File: config.mk
export PLATFORM = sky130hd
export DESIGN_NAME = phy_scan
export DESIGN_NICKNAME = d
export VERILOG_FILES = /design/src/rtl/phy_scan.sv
export SDC_FILE = /design/constraint.sdc
export NUM_CORES = 1
export LEC_CHECK = 0
export ABC_CLOCK_PERIOD_IN_PS = 2700
export BUFFER_PORTS_ARGS = -buffer_cell sky130_fd_sc_hd__buf_4
export CORE_UTILIZATION = 50
export CTS_CLUSTER_SIZE = 12
export DETAILED_ROUTE_END_ITERATION = 16
export PLACE_DENSITY = 0.78
export SLEW_MARGIN = 20
export SYNTH_ARGS = -nofsm -noshare
export SYNTH_HDL_FRONTEND = slang
export SYNTH_SLANG_ARGS = --single-unit
File: constraint.sdc
create_clock -name clk -period 2.7 [get_ports clk]
set_input_delay 0.405 -clock clk [delete_from_list [all_inputs] [get_ports clk]]
set_output_delay 0.405 -clock clk [all_outputs]
set_load 0.005 [all_outputs]
File: src/rtl/phy_scan.sv
module phy_scan #(
  parameter int DEPTH  = 4,
  parameter int DATA_W = 16
) (
  input  logic                clk,
  input  logic                rst_n,
  input  logic                start,
  input  logic                mii_fitted,
  output logic                req_valid,
  output logic [4:0]          req_phy,
  output logic [4:0]          req_reg,
  input  logic                req_ack,
  input  logic [DATA_W-1:0]   rd_data,
  output logic [6*DEPTH-1:0]  tbl_phy,
  output logic [DATA_W*DEPTH-1:0] tbl_adv,
  output logic [5:0]          found_cnt,
  output logic                done
);
  localparam int IW = (DEPTH > 1) ? $clog2(DEPTH) : 1;
  localparam logic [5:0] DEPTH6 = DEPTH[5:0];
  localparam logic [4:0] REG_STAT = 5'd1;
  localparam logic [4:0] REG_ADV  = 5'd4;
  localparam logic [5:0] NO_PHY   = 6'd32;

  typedef enum logic [1:0] {S_IDLE, S_STAT, S_ADV} st_t;

  st_t               state;
  logic [4:0]        cand;
  logic [5:0]        cnt_q;
  logic              done_q;
  logic [5:0]        phy_q [DEPTH];
  logic [DATA_W-1:0] adv_q [DEPTH];

  wire [IW-1:0] idx       = cnt_q[IW-1:0];
  wire          present   = (rd_data != '0) && (rd_data != '1);
  wire          last_cand = (cand == 5'd31);
  wire          full_next = ((cnt_q + 6'd1) == DEPTH6);

  assign req_valid = (state != S_IDLE);
  assign req_phy   = cand;
  assign req_reg   = (state == S_ADV) ? REG_ADV : REG_STAT;
  assign found_cnt = cnt_q;
  assign done      = done_q;

  for (genvar g = 0; g < DEPTH; g++) begin : g_flat
    assign tbl_phy[6*g +: 6]           = phy_q[g];
    assign tbl_adv[DATA_W*g +: DATA_W] = adv_q[g];
  end

  always_ff @(posedge clk or negedge rst_n) begin
    if (!rst_n) begin
      state  <= S_IDLE;
      cand   <= '0;
      cnt_q  <= '0;
      done_q <= 1'b0;
      for (int i = 0; i < DEPTH; i++) begin
        phy_q[i] <= '0;
        adv_q[i] <= '0;
      end
    end else begin
      done_q <= 1'b0;
      case (state)
        S_IDLE: if (start) begin
          for (int i = 0; i < DEPTH; i++) begin
            phy_q[i] <= '0;
            adv_q[i] <= '0;
          end
          cnt_q <= '0;
          cand  <= '0;
          if (mii_fitted) state <= S_STAT;
          else begin
            phy_q[0] <= NO_PHY;
            done_q   <= 1'b1;
          end
        end
        S_STAT: if (req_ack) begin
          if (present) begin
            phy_q[idx] <= {1'b0, cand};
            state      <= S_ADV;
          end else if (last_cand) begin
            state  <= S_IDLE;
            done_q <= 1'b1;
            if (cnt_q == '0) phy_q[0] <= NO_PHY;
          end else begin
            cand <= cand + 5'd1;
          end
        end
        S_ADV: if (req_ack) begin
          adv_q[idx] <= rd_data;
          cnt_q      <= cnt_q + 6'd1;
          if (full_next || last_cand) begin
            state  <= S_IDLE;
            done_q <= 1'b1;
          end else begin
            cand  <= cand + 5'd1;
            state <= S_STAT;
          end
        end
        default: state <= S_IDLE;
      endcase
    end
  end

  a_r2_hold_request: assert property (@(posedge clk) disable iff (!rst_n)
    req_valid && !req_ack |=> req_valid && $stable(req_phy) && $stable(req_reg));

  a_r2_ascending: assert property (@(posedge clk) disable iff (!rst_n)
    req_valid && req_ack && req_reg == REG_STAT && !present && !last_cand
    |=> req_valid && req_reg == REG_STAT && req_phy == $past(req_phy) + 5'd1);

  a_r3_absent_no_adv: assert property (@(posedge clk) disable iff (!rst_n)
    req_valid && req_ack && req_reg == REG_STAT && !present |=> !(req_valid && req_reg == REG_ADV));

  a_r4_adv_same_phy: assert property (@(posedge clk) disable iff (!rst_n)
    req_valid && req_ack && req_reg == REG_STAT && present
    |=> req_valid && req_reg == REG_ADV && req_phy == $past(req_phy));

  a_r5_count_bound: assert property (@(posedge clk) disable iff (!rst_n)
    found_cnt <= DEPTH6);

  a_r6_fallback: assert property (@(posedge clk) disable iff (!rst_n)
    done && found_cnt == 6'd0 |-> tbl_phy[5:0] == NO_PHY);

  a_r7_skip: assert property (@(posedge clk) disable iff (!rst_n)
    !req_valid && start && !mii_fitted |=> done && !req_valid);

  a_r8_done_pulse: assert property (@(posedge clk) disable iff (!rst_n)
    done |=> !done);
endmodule

# Word level (Yosys, flattened, before mapping)
# Cells that the tools add are included.
[op_classes] add_sub_neg=2 magnitude_cmp=2 n_eq_ne=15 muxes=44 bitwise_logic=1 reduce_logical=15
[op_table] op="64-bit 2-to-1 mux" n=2
[op_table] op="64-bit one-hot mux with 2 select lines" n=1
[op_table] op="64-bit bitwise mux" n=1
[op_table] op="24-bit 2-to-1 mux" n=2
[op_table] op="24-bit one-hot mux with 2 select lines" n=1
[op_table] op="6-bit 2-to-1 mux" n=7
[op_table] op="16-bit demux with 2-bit select" n=1
[op_table] op="5-bit 2-to-1 mux" n=6
[op_table] op="24-bit bitwise mux" n=1
[op_table] op="18-bit 2-to-1 mux" n=1
[op_table] op="16-bit 2-to-1 mux" n=1
[op_table] op="16-bit inequality test (second input constant)" n=1
[op_table] op="2-bit inequality test (second input constant)" n=8
[op_table] op="16-bit nonzero test" n=1
[op_table] op="5-bit one-hot mux with 3 select lines" n=1
[op_table] op="6-bit demux with 2-bit select" n=1
[op_table] op="2-bit 2-to-1 mux" n=6
[op_table] op="6-bit one-hot mux with 2 select lines" n=1
[op_table] op="5-bit AND reduction" n=2
[op_table] op="1-bit 2-to-1 mux" n=8
[op_table] op="7-bit AND reduction" n=1
[op_table] op="6-bit by 1-bit adder with 6-bit output (second input constant)" n=1
[op_table] op="6-bit by 3-bit == test with 1-bit output (second input constant)" n=1
[op_table] op="6-bit zero test" n=1
[op_table] op="other kinds (18)" n=22
[totals] regBits=102

# Depth between registers and ports, before layout
[depth] word_depth=9 mapped_depth=10

# Worst setup path after synthesis
# Ideal clock, no wire load.
[synth_path] path_kind="register -> register" from="register cand[0] (netlist: req_phy[0])" to="register cand[3] (netlist: req_phy[3])" setup_ps=121 arrival_time_ps=2039 required_ps=2579 path_slack_ps=540 path_stages_with_launch=10 n_path_buf=1 synth_period_minus_slack_ps=2160 path_cell_list="dfrtp_1 > ha_1 > and3_1 > ha_1 > inv_1 > a21oi_1 > or3_1 > a211o_1 > buf_6 > a22o_1"
[synth_via] elab_chain_cells=5
[synth_rtl] element="from (decl)" line="28" text="logic [4:0] cand;"
[synth_rtl] element="from (signal assigned)" line="85" text="cand <= cand + 5'd1;"
[synth_rtl] element="from (signal assigned)" line="95" text="cand <= cand + 5'd1;"
[synth_rtl] element="5-bit by 1-bit adder with 5-bit output" line="85, 95"
[synth_rtl] element="5-bit 2-to-1 mux" line="80" text="end else if (last_cand) begin"
[synth_rtl] element="5-bit 2-to-1 mux" line="77" text="if (present) begin"
[synth_rtl] element="5-bit 2-to-1 mux" line="76" text="S_STAT: if (req_ack) begin"
[synth_rtl] element="5-bit one-hot mux with 3 select lines" line="62" text="case (state)"
# Parallel ways exist; a longest one is shown, timed or not. The select of a mux whose other input is x is not followed.
# A chain may end at the register's enable or synchronous reset.

# Final worst setup path
[layout_path] from="register cand[0] (netlist: req_phy[0])" to="register cand[2] (netlist: req_phy[2])"
# The elaborated chain is that of the path after synthesis.

==> impl_metrics.toml <==
[power_and_ir_drop]
pwr-share-clk = 0.197
ir_drop_mv = 0.354
seqPwrFrac = 0.424
p_sw_uw = 1720
p_sw_frac = 0.382
p_leak_uw = 0.00278
power_density_nw_per_um2 = 826
internal_power_uw = 2780
pwr-share-comb = 0.379

[critical_path]
cp.required_ns = 2.95
crit_path_max_fanout = 10
criticalPathCategory = "register to register"
end_kind = "register"
r2r_setup_slack_ns = 0.33
arrival_ns = 2.62
start_kind = "register"

[logic_synthesis]
synthesis.area_um2 = 4310
yosys.area.top_type = "dfrtp_1"
synth_top_area_share = 0.574
synth_area_leaders = "dfrtp_1 (57%), a22o_1 (13%), mux2i_1 (3.9%), ha_1 (2.9%), o21ai_0 (2.8%)"
synth-edff-count = 0
synthesis.instances = 356
yosysSeqAreaShare = 0.574
syn_avg_cell_area_um2 = 12.1
synth-warning-count = 0
async_flop_share = 1.00
synth_ff_type = "dfrtp_1"
yosysMostFrequentCell = "dfrtp_1"
ys_ff_latch = 99
synth.distinct_cells = 44
synth_common_cells = "dfrtp_1 (99), a22o_1 (65), nand2_1 (30)"

[place]
globalplace.congestion = 0.863
dp_slack_ns = 0.362
port_buffers = 120
hpwl_um = 7670

[cts]
cts_tree = "done"
insertion_delay_ns = 0.37
root_buffer = "clkbuf_8"
cts_hold_buf = 0
cts_sinks = 99
cts_resized = 0
path_clk_slew_ns = 0.10
post_cts_buffers = 0
cts.htree.levels = 3
cts_buffer_depth = 2
cts-buffers-inserted = 9

[global_routing]
use_met3 = 0.0435
antenna_found_initial = 0
track_usage = 0.258
met2_usage = 0.395
busiest_layer = "met2"
gr-total-overflow = 0
met1_usage = 0.372
grt_pass1_vias = 3300
grt_max_degree = 53
grt_pass1_wl_um = 17600

[die]
die_h_um = 94.9
die_w_um = 94.9
start_util = 0.520
rows = 33
dieArea_um2 = 9000
core_area_um2 = 8300
io_pins = 127

[routing]
initialDrtViolationCount = 183
wl_per_cell_um = 19.1
ant_nets = 0
first_pass_iters = 5
wl_um = 11100
vias = 3422
drc = 0
via_per_inst = 5.91

[sta]
fin_crit_ns = 2.37
finalSetupViolCount = 0
fmaxAchievable_ghz = 0.423
rsz0062_at_grt = "false"
worst_pin_slew_ns = 0.851
tns_ns = 0
fin_crit_sh = 0.877
setup_ws_ns = 0.333
final.setup_skew_ns = 0.0102
timing_hold_violations_final = 0
maxSlewHeadroom = 0.433
drv_slew = 0

[cells_and_area]
layout-drive-gt1-share = 0.340
area_growth_pct = 26.4
antennaDiodeCount = 0
nets = 501

[run_status]
status = "complete, no violations"

[worst_hold_path]
worstHoldPathType = "input pin to async pin"

[job]
drv_cap = 0
[final cells by class]
| class | instances | area [µm²] |
|---|---|---|
| Fill cell | 652 | 2850 |
| Tap cell | 105 | 131 |
| Clock buffer | 11 | 141 |
| Timing Repair Buffer | 125 | 951 |
| Sequential cell | 99 | 2480 |
| Clock inverter | 4 | 36.3 |
| Multi-Input combinational cell | 225 | 1680 |
| Inverter | 10 | 37.5 |
[worst paths after layout]
kind | startpoint | endpoint | cells past startpoint
min in group clk | rd_data[2] | tbl_adv[34]$_DFFE_PN0P_ | 2
max in group asynchronous | rst_n | tbl_adv[54]$_DFFE_PN0P_ | 2
hold reg to reg | tbl_adv[51]$_DFFE_PN0P_ | tbl_adv[51]$_DFFE_PN0P_ | 1
setup reg to reg | req_phy[0]$_DFFE_PN0P_ | req_phy[2]$_DFFE_PN0P_ | 9
setup / recovery | req_phy[0]$_DFFE_PN0P_ | req_phy[2]$_DFFE_PN0P_ | 9
hold / removal | rst_n | tbl_adv[40]$_DFFE_PN0P_ | 1
[worst max-delay path: stages, from the launching register on]
cell and delay [ns]:
dfrtp_1 0.48, ha_1 0.26, and3_1 0.18, ha_1 0.20
inv_1 0.08, a21oi_1 0.07, or3_1 0.34, a211o_1 0.36
o21ai_0 0.20, o21ai_1 0.08
[through the flow]
step	std cells	utilization	hold slack [ns]	power [µW]	cell area, µm²
2_1_floorplan	361	-	0.109	2880	4330
3_3_place_gp	564	0.635	0.476	3580	5270
3_5_place_dp	564	0.635	0.482	3630	5270
4_1_cts	579	0.657	0.0898	4520	5450
5_1_grt	579	0.657	0.102	4750	5450
6_report	579	0.657	0.0568	4500	5450
[power groups by stage]
stage / sequential [µW] / clock (µW) / combinational (µW)
final: 1910 / 886 / 1710
after global routing: 1940 / 960 / 1860
after detailed placement: 1930 / 0 / 1700
after floorplan: 1900 / 0 / 980
after global placement: 1920 / 0 / 1660
after CTS: 1910 / 899 / 1710
[cells by family (layout without fill, tap and decap cells)]
| logic type | count (synthesis) | count (layout) | synth area share |
|---|---|---|---|
| AO/OA/AOI/OAI | 110 | 110 | 0.196 |
| XOR/XNOR | 1 | 1 | 0.00203 |
| adder cells (fa/ha/maj) | 10 | 10 | 0.0290 |
| buffers and inverters | 37 | 150 | 0.0415 |
| flip-flops | 99 | 99 | 0.574 |
| multiplexers | 25 | 25 | 0.0603 |
| other | 1 | 6 | 0.000869 |
| AND/OR/NAND/NOR | 73 | 73 | 0.0957 |
[cell usage in the layout, fill, tap and decap left out, types with 3 or more instances in the layout]
master    instances
o21ai_2           5
o21ai_0          24
mux2_2            8
clkbuf_8         10
dfrtp_1          99
and2_1            4
nand4_1           3
mux2i_1          17
buf_4           124
a22o_1           65
nor2_1            5
inv_1             9
nand3_1           3
ha_1             10
a21oi_1           5
and3_1            8
conb_1            6
nand2_1          30
and4b_1           3
nor4_1            5
[per-layer routing]
layer	routed length [µm]	up-vias
met5	0	-
met4	206	0
met3	755	16
met2	5120	162
met1	4980	1718
li1	-	1526
[flip-flops by register name, indices dropped and copies added, names as in the netlist]
name,count
tbl_phy,21
found_cnt,6
state,2
done,1
tbl_adv,64
req_phy,5
(Power assumes the default switching activity.)
